[config.mk]
export PLATFORM = sky130hd
export DESIGN_NAME = echo_gate_alarm
export DESIGN_NICKNAME = d
export VERILOG_FILES = /design/src/rtl/egate_pkg.sv /design/src/rtl/egate_index.sv /design/src/rtl/egate_window.sv /design/src/rtl/egate_channel.sv /design/src/rtl/echo_gate_alarm.sv
export SDC_FILE = /design/constraint.sdc
export NUM_CORES = 2
export LEC_CHECK = 0
export CAP_MARGIN = 20
export CORE_MARGIN = 5
export CORE_UTILIZATION = 40
export CTS_BUF_LIST = sky130_fd_sc_hd__clkbuf_8
export DETAILED_ROUTE_END_ITERATION = 6
export DONT_BUFFER_PORTS = 1
export PLACE_DENSITY = 0.63
export SYNTH_ARGS = -nofsm -noshare
export SYNTH_HDL_FRONTEND = slang
export SYNTH_HIERARCHICAL = 1
export SYNTH_SLANG_ARGS = --single-unit
[constraint.sdc]
create_clock -name clk -period 5.76 [get_ports clk]
set_clock_uncertainty 0.05 [all_clocks]
set_input_delay 1.152 -clock clk [delete_from_list [all_inputs] [get_ports clk]]
set_output_delay 1.152 -clock clk [all_outputs]
set_load 0.005 [all_outputs]
[src/rtl/egate_pkg.sv]
// Package: shared types for the gated echo alarm.
// Assumes: nothing beyond the standard language.
package egate_pkg;
    // Sense of a gate: trip above the level, or trip when the level is never reached.
    typedef enum logic {
        GATE_OVER  = 1'b0,
        GATE_UNDER = 1'b1
    } gate_kind_e;
endpackage

[src/rtl/egate_index.sv]
// Module: shared sample index counter.
// Counts valid samples from each frame start and stops at its top value.
// Assumes frame_start carries no sample and that samples before the
// first frame start after reset are meaningless.
module egate_index #(
    parameter int IW = 12
) (
    input  logic          clk,
    input  logic          rst_n,
    input  logic          frame_start,
    input  logic          sample_vld,
    output logic [IW-1:0] idx,
    output logic          samp_ok
);
    localparam logic [IW-1:0] IDX_TOP = '1;

    logic armed;
    logic spent;

    // A sample counts only inside a started, not yet exhausted frame.
    assign samp_ok = sample_vld && armed && !spent && !frame_start;

    // Restart on frame start, advance per counted sample, stop at the top index.
    always_ff @(posedge clk) begin
        if (!rst_n) begin
            idx   <= '0;
            armed <= 1'b0;
            spent <= 1'b0;
        end else if (frame_start) begin
            idx   <= '0;
            armed <= 1'b1;
            spent <= 1'b0;
        end else if (samp_ok) begin
            if (idx == IDX_TOP) begin
                spent <= 1'b1;
            end else begin
                idx <= idx + 1'b1;
            end
        end
    end
endmodule

[src/rtl/egate_window.sv]
// Module: one time gate with peak capture and a sticky alarm.
// KIND picks the over-level or the lost-echo decision.
// Assumes samp_ok/idx come from egate_index; a trip wins over any clear.
module egate_window
    import egate_pkg::*;
#(
    parameter int         SW   = 10,
    parameter int         IW   = 12,
    parameter gate_kind_e KIND = GATE_OVER
) (
    input  logic          clk,
    input  logic          rst_n,
    input  logic          frame_start,
    input  logic          samp_ok,
    input  logic [IW-1:0] idx,
    input  logic [SW-1:0] sample,
    input  logic          en,
    input  logic [IW-1:0] start,
    input  logic [IW-1:0] width,
    input  logic [SW-1:0] thr,
    input  logic          latch_mode,
    input  logic          alarm_clr,
    output logic [SW-1:0] peak,
    output logic          alarm
);
    localparam int EW = IW + 1;

    logic [EW-1:0] win_end;
    logic [EW-1:0] idx_x;
    logic          in_win;
    logic          last_idx;
    logic [SW-1:0] peak_nxt;
    logic          trip;

    // Window bounds widened by one bit so start+width cannot wrap.
    assign win_end  = {1'b0, start} + {1'b0, width};
    assign idx_x    = {1'b0, idx};
    assign in_win   = samp_ok && en && (width != '0)
                      && (idx_x >= {1'b0, start}) && (idx_x < win_end);
    assign last_idx = in_win && ((idx_x + EW'(1)) == win_end);

    // Running maximum including the current sample.
    assign peak_nxt = (in_win && (sample > peak)) ? sample : peak;

    // Decision logic selected by the gate sense.
    generate
        if (KIND == GATE_OVER) begin : g_over
            assign trip = in_win && (sample > thr);
        end else begin : g_under
            assign trip = last_idx && (peak_nxt < thr);
        end
    endgenerate

    // Peak register: cleared per frame, follows the running maximum.
    always_ff @(posedge clk) begin
        if (!rst_n) begin
            peak <= '0;
        end else if (frame_start) begin
            peak <= '0;
        end else begin
            peak <= peak_nxt;
        end
    end

    // Alarm flag: set by a trip, released by clear or by a non-latched frame start.
    always_ff @(posedge clk) begin
        if (!rst_n) begin
            alarm <= 1'b0;
        end else if (trip) begin
            alarm <= 1'b1;
        end else if (alarm_clr || (frame_start && !latch_mode)) begin
            alarm <= 1'b0;
        end
    end
endmodule

[src/rtl/egate_channel.sv]
// Module: one echo channel holding an over-level gate and a lost-echo gate.
// Assumes the shared index and sample qualifier from egate_index.
module egate_channel
    import egate_pkg::*;
#(
    parameter int SW = 10,
    parameter int IW = 12
) (
    input  logic          clk,
    input  logic          rst_n,
    input  logic          frame_start,
    input  logic          samp_ok,
    input  logic [IW-1:0] idx,
    input  logic [SW-1:0] sample,
    input  logic          latch_mode,
    input  logic          alarm_clr,
    input  logic          a_en,
    input  logic [IW-1:0] a_start,
    input  logic [IW-1:0] a_width,
    input  logic [SW-1:0] a_thr,
    input  logic          b_en,
    input  logic [IW-1:0] b_start,
    input  logic [IW-1:0] b_width,
    input  logic [SW-1:0] b_thr,
    output logic [SW-1:0] peak_a,
    output logic [SW-1:0] peak_b,
    output logic          alarm_a,
    output logic          alarm_b
);
    egate_window #(.SW(SW), .IW(IW), .KIND(GATE_OVER)) i_gate_a (
        .clk(clk), .rst_n(rst_n), .frame_start(frame_start),
        .samp_ok(samp_ok), .idx(idx), .sample(sample),
        .en(a_en), .start(a_start), .width(a_width), .thr(a_thr),
        .latch_mode(latch_mode), .alarm_clr(alarm_clr),
        .peak(peak_a), .alarm(alarm_a)
    );

    egate_window #(.SW(SW), .IW(IW), .KIND(GATE_UNDER)) i_gate_b (
        .clk(clk), .rst_n(rst_n), .frame_start(frame_start),
        .samp_ok(samp_ok), .idx(idx), .sample(sample),
        .en(b_en), .start(b_start), .width(b_width), .thr(b_thr),
        .latch_mode(latch_mode), .alarm_clr(alarm_clr),
        .peak(peak_b), .alarm(alarm_b)
    );
endmodule

[src/rtl/echo_gate_alarm.sv]
// Module: multi-channel gated echo threshold alarm (top).
// Runs NCH channels in parallel from one shared sample index counter.
// Assumes all channels are sampled together under one sample_vld.
module echo_gate_alarm #(
    parameter int NCH = 8,
    parameter int SW  = 10,
    parameter int IW  = 12
) (
    input  logic              clk,
    input  logic              rst_n,
    input  logic              frame_start,
    input  logic              sample_vld,
    input  logic [NCH*SW-1:0] samples,
    input  logic              latch_mode,
    input  logic              alarm_clr,
    input  logic [NCH-1:0]    a_en,
    input  logic [NCH*IW-1:0] a_start,
    input  logic [NCH*IW-1:0] a_width,
    input  logic [NCH*SW-1:0] a_thr,
    input  logic [NCH-1:0]    b_en,
    input  logic [NCH*IW-1:0] b_start,
    input  logic [NCH*IW-1:0] b_width,
    input  logic [NCH*SW-1:0] b_thr,
    output logic [NCH*SW-1:0] peak_a,
    output logic [NCH*SW-1:0] peak_b,
    output logic [NCH-1:0]    alarm_a,
    output logic [NCH-1:0]    alarm_b
);
    logic [IW-1:0] idx;
    logic          samp_ok;

    egate_index #(.IW(IW)) i_index (
        .clk(clk), .rst_n(rst_n), .frame_start(frame_start),
        .sample_vld(sample_vld), .idx(idx), .samp_ok(samp_ok)
    );

    // One channel slice per echo channel.
    generate
        for (genvar c = 0; c < NCH; c++) begin : g_ch
            egate_channel #(.SW(SW), .IW(IW)) i_channel (
                .clk(clk), .rst_n(rst_n), .frame_start(frame_start),
                .samp_ok(samp_ok), .idx(idx),
                .sample(samples[c*SW +: SW]),
                .latch_mode(latch_mode), .alarm_clr(alarm_clr),
                .a_en(a_en[c]), .a_start(a_start[c*IW +: IW]),
                .a_width(a_width[c*IW +: IW]), .a_thr(a_thr[c*SW +: SW]),
                .b_en(b_en[c]), .b_start(b_start[c*IW +: IW]),
                .b_width(b_width[c*IW +: IW]), .b_thr(b_thr[c*SW +: SW]),
                .peak_a(peak_a[c*SW +: SW]), .peak_b(peak_b[c*SW +: SW]),
                .alarm_a(alarm_a[c]), .alarm_b(alarm_b[c])
            );
        end
    endgenerate
endmodule

==> results.txt <==
Skew-Pair Late Insertion Delay: 0.63 ns
Yosys cell types: 111
dpl cell area: 0.04164 mm^2
Core Rows: 112
crit path DAT: 6.33 ns
Synth Cell Area: 0.03752 mm^2
sequential element share of the synthesized area: 10.14%
Max Cap Viol: 0
Crit Path Category: in -> reg
async set-reset flop share out of synthesis: 0%
routed wire length per instance: 22.75 um
# IOs: 822
commonest non-fill, non-tap cell in the layout: ha_1
worst hold path type: reg -> reg
crit-path max cell delay: 0.41 ns
antenna violations before repair: 9
die width: 316.3 um
Mapped Cells: 4629
Worst-Margin Slew: 0.9406 ns
routed vias/inst: 5.824
vias in the first global route: 35460
clock slew at reported path FFs: 0.13 ns
Via Count: 36260
Initial Util: 40.26%
element type at the critical path start: primary input
clock sinks: 190
RSZ-0062 raised after global routing: yes
buffers added on ports: 0
TritonCTS clock tree: built
CTS buffer count: 17
fill count: 9330
most frequent cell on the critical path: a21oi_2
drt pass-1 iters: 6
die area: 0.1000 mm^2
TNS Setup: -0.04935 ns
share of layout cells above drive strength 1: 16.28%
violated checks: negative setup slack
Syn Area/Cell: 8.105 um^2
commonest cells after routing, fill and taps aside: 877 x ha_1, 574 x inv_1, 353 x buf_4
# nets final: 6508
setup violators final: 1
fmax: 172.1 MHz
gr ovfl total: 0
max-slew violation count: 0
pre-CTS WS: -0.8146 ns
Synth Register Bits: 190
synth warn: 6
outcome: finished, violations left
CP Data Required Time: 6.28 ns
hold buffers post-CTS: 0
Setup WS post-layout: -0.04935 ns
Final Cycle Share: 100.9%
CTS H-tree depth: 4
# DRC: 0
Routability Congestion: 0.9575
Routed Antenna Nets: 0
Fin. Hold Viols: 0
Slew headroom: 37.29%
LEAKAGE: 19.48 nW
clk buf depth: 2
PD cells: 113.5 mW/mm^2
CP endpoint kind: flip-flop
worst-path maximum fanout: 5
Peak VDD IR: 0.1908 mV
DIE HEIGHT: 316.3 um
Final HPWL DP: 116500 um
Top FF cell, synth: dfxtp_1
largest net degree at the start of global routing: 47
Total Wirelength: 141700 um
Tmin final: 5.809 ns
post-route cell area: 0.04231 mm^2
Post-Syn Nets: 6180
first-pass GRT wire length: 210500 um
total power: 4.800 mW
Area growth, synth to finish: 12.76%
Root Buffer: clkbuf_8
Detailed Route Iter0 Violations: 2301
EDFF count, synth: 0
GR Util All Layers: 26.93%
Core Footprint: 0.09319 mm^2
CP max-delay cell: or4_1
-- power breakdown --
part / leakage, nW / internal, mW / switching, mW / total (mW)
combinational: 17.7 / 1.21 / 1.25 / 2.46
clock: 0.202 / 0.376 / 0.649 / 1.02
sequential: 1.54 / 1.31 / 0.00317 / 1.31
total: 19.5 / 2.89 / 1.91 / 4.80
-- Yosys cell counts, types with 11 or more instances --
| master | count | area, um^2 |
|---|---|---|
| o311a_1 | 12 | 120.1 |
| a21oi_2 | 22 | 192.7 |
| nand2_1 | 225 | 844.6 |
| and2_1 | 11 | 68.82 |
| and3_1 | 23 | 143.9 |
| nor3b_1 | 13 | 97.59 |
| ha_1 | 889 | 11120 |
| o21bai_1 | 12 | 90.09 |
| buf_6 | 14 | 157.7 |
| nor2b_1 | 130 | 813.3 |
| o311ai_4 | 11 | 289.0 |
| o21ai_2 | 31 | 271.5 |
| or3_1 | 17 | 106.4 |
| xnor2_1 | 153 | 1340 |
| o21a_1 | 69 | 518.0 |
| nand4_1 | 136 | 850.8 |
| mux2_4 | 27 | 405.4 |
| o21ai_1 | 116 | 580.6 |
| xor2_1 | 125 | 1095 |
| dfxtp_1 | 190 | 3804 |
| a21boi_0 | 13 | 97.59 |
| a21o_1 | 106 | 795.8 |
| o2111ai_1 | 18 | 157.7 |
| a21oi_1 | 290 | 1451 |
| or2_2 | 12 | 75.07 |
| buf_2 | 12 | 60.06 |
| a211o_1 | 14 | 122.6 |
| nor4_1 | 74 | 462.9 |
| inv_1 | 578 | 2170 |
| o21ai_0 | 158 | 790.8 |
| a21boi_2 | 67 | 754.5 |
| clkbuf_1 | 15 | 56.30 |
| nor3_1 | 80 | 400.4 |
| nand2b_1 | 81 | 506.7 |
| nand3_1 | 159 | 795.8 |
| fa_1 | 16 | 320.3 |
| or4_1 | 16 | 120.1 |
| mux2_2 | 33 | 371.6 |
| o211ai_1 | 36 | 270.3 |
| nor2_1 | 214 | 803.3 |
| nand3_2 | 40 | 400.4 |
| a31oi_1 | 37 | 231.5 |
| a211oi_1 | 49 | 367.9 |
| a211oi_2 | 14 | 175.2 |
-- what timing repair did --
item / in CTS / in global routing
endpoints found under the setup margin: 1 / 4
buffers inserted: 1 / 5
pin swaps: 1 / 27
cloned: 0 / 1
resized for setup: 5 / 33
hold endpoints to repair: 0 / 0
-- routing by layer --
layer / GRT usage [%] / up-vias / part of all wire [%]
met4: 11.52 / 2 / 4.8
met2: 45.57 / 1331 / 46
li1: - / 17620 / -
met1: 31.96 / 16990 / 41
met5: 0 / - / 0.014
met3: 7.705 / 318 / 8.8
-- final timing paths --
kind,end,startpoint,slack (ns),cells after the start
max,g_ch[7].i_channel/i_gate_b/alarm$_SDFFE_PN0P_,b_width[88],-0.05,27
min,g_ch[7].i_channel/i_gate_a/peak[1]$_SDFFE_PP0P_,g_ch[7].i_channel/i_gate_a/peak[1]$_SDFFE_PP0P_,0.47,2
max reg2reg,g_ch[3].i_channel/i_gate_b/alarm$_SDFFE_PN0P_,i_index/idx[0]$_SDFFE_PP0P_,0.83,19
min reg2reg,g_ch[7].i_channel/i_gate_a/peak[1]$_SDFFE_PP0P_,g_ch[7].i_channel/i_gate_a/peak[1]$_SDFFE_PP0P_,0.47,2
-- worst max-delay path: cells and delay by family --
family / cells / cell delay [ns]
simple gates: 6 / 1.30
compound gates: 17 / 2.90
fa+ha+maj: 3 / 0.80
xor+xnor: 1 / 0.16
-- kinds of logic (layout without fill, tap and decap cells) --
group	count (synthesis)	count (layout)	share of synthesized area (%)
AO/OA/AOI/OAI	1219	1219	23.32
XOR/XNOR	295	295	7.464
adder cells (fa/ha/maj)	905	905	30.50
buffers and inverters	635	976	6.793
flip-flops	190	190	10.14
multiplexers	70	70	2.351
other	0	3	0
AND/OR/NAND/NOR	1315	1315	19.43
-- stage by stage --
stage	utilization (%)	cells	hold slack [ns]
after detailed placement	44.69	6184	0.4368
after global routing	45.40	6227	0.4871
after CTS	45.14	6217	0.4654
final	45.40	6227	0.4654
after global placement	44.69	6184	0.4274
after floorplan	-	4629	0.3906
-- registers in the layout, summed over array words and instances, names as in the netlist --
name,count
i_index/idx,12
i_index/armed,1
g_ch.i_channel/i_gate_b/alarm,8
g_ch.i_channel/i_gate_b/peak,80
i_index/spent,1
g_ch.i_channel/i_gate_a/peak,80
g_ch.i_channel/i_gate_a/alarm,8
-- layout make-up --
| class | instances | area (um^2) | share of cell area, % |
|---|---|---|---|
| antenna | 3 | 7.507 | 0.01775 |
| clock buffer | 19 | 261.5 | 0.6181 |
| clock inverter | 13 | 127.6 | 0.3017 |
| inverter | 581 | 2181 | 5.155 |
| multi-input combinational | 3804 | 31530 | 74.52 |
| sequential | 190 | 3849 | 9.097 |
| tap | 1254 | 1569 | 3.709 |
| timing repair buffer | 363 | 2785 | 6.583 |
(Power assumes the default switching activity.)
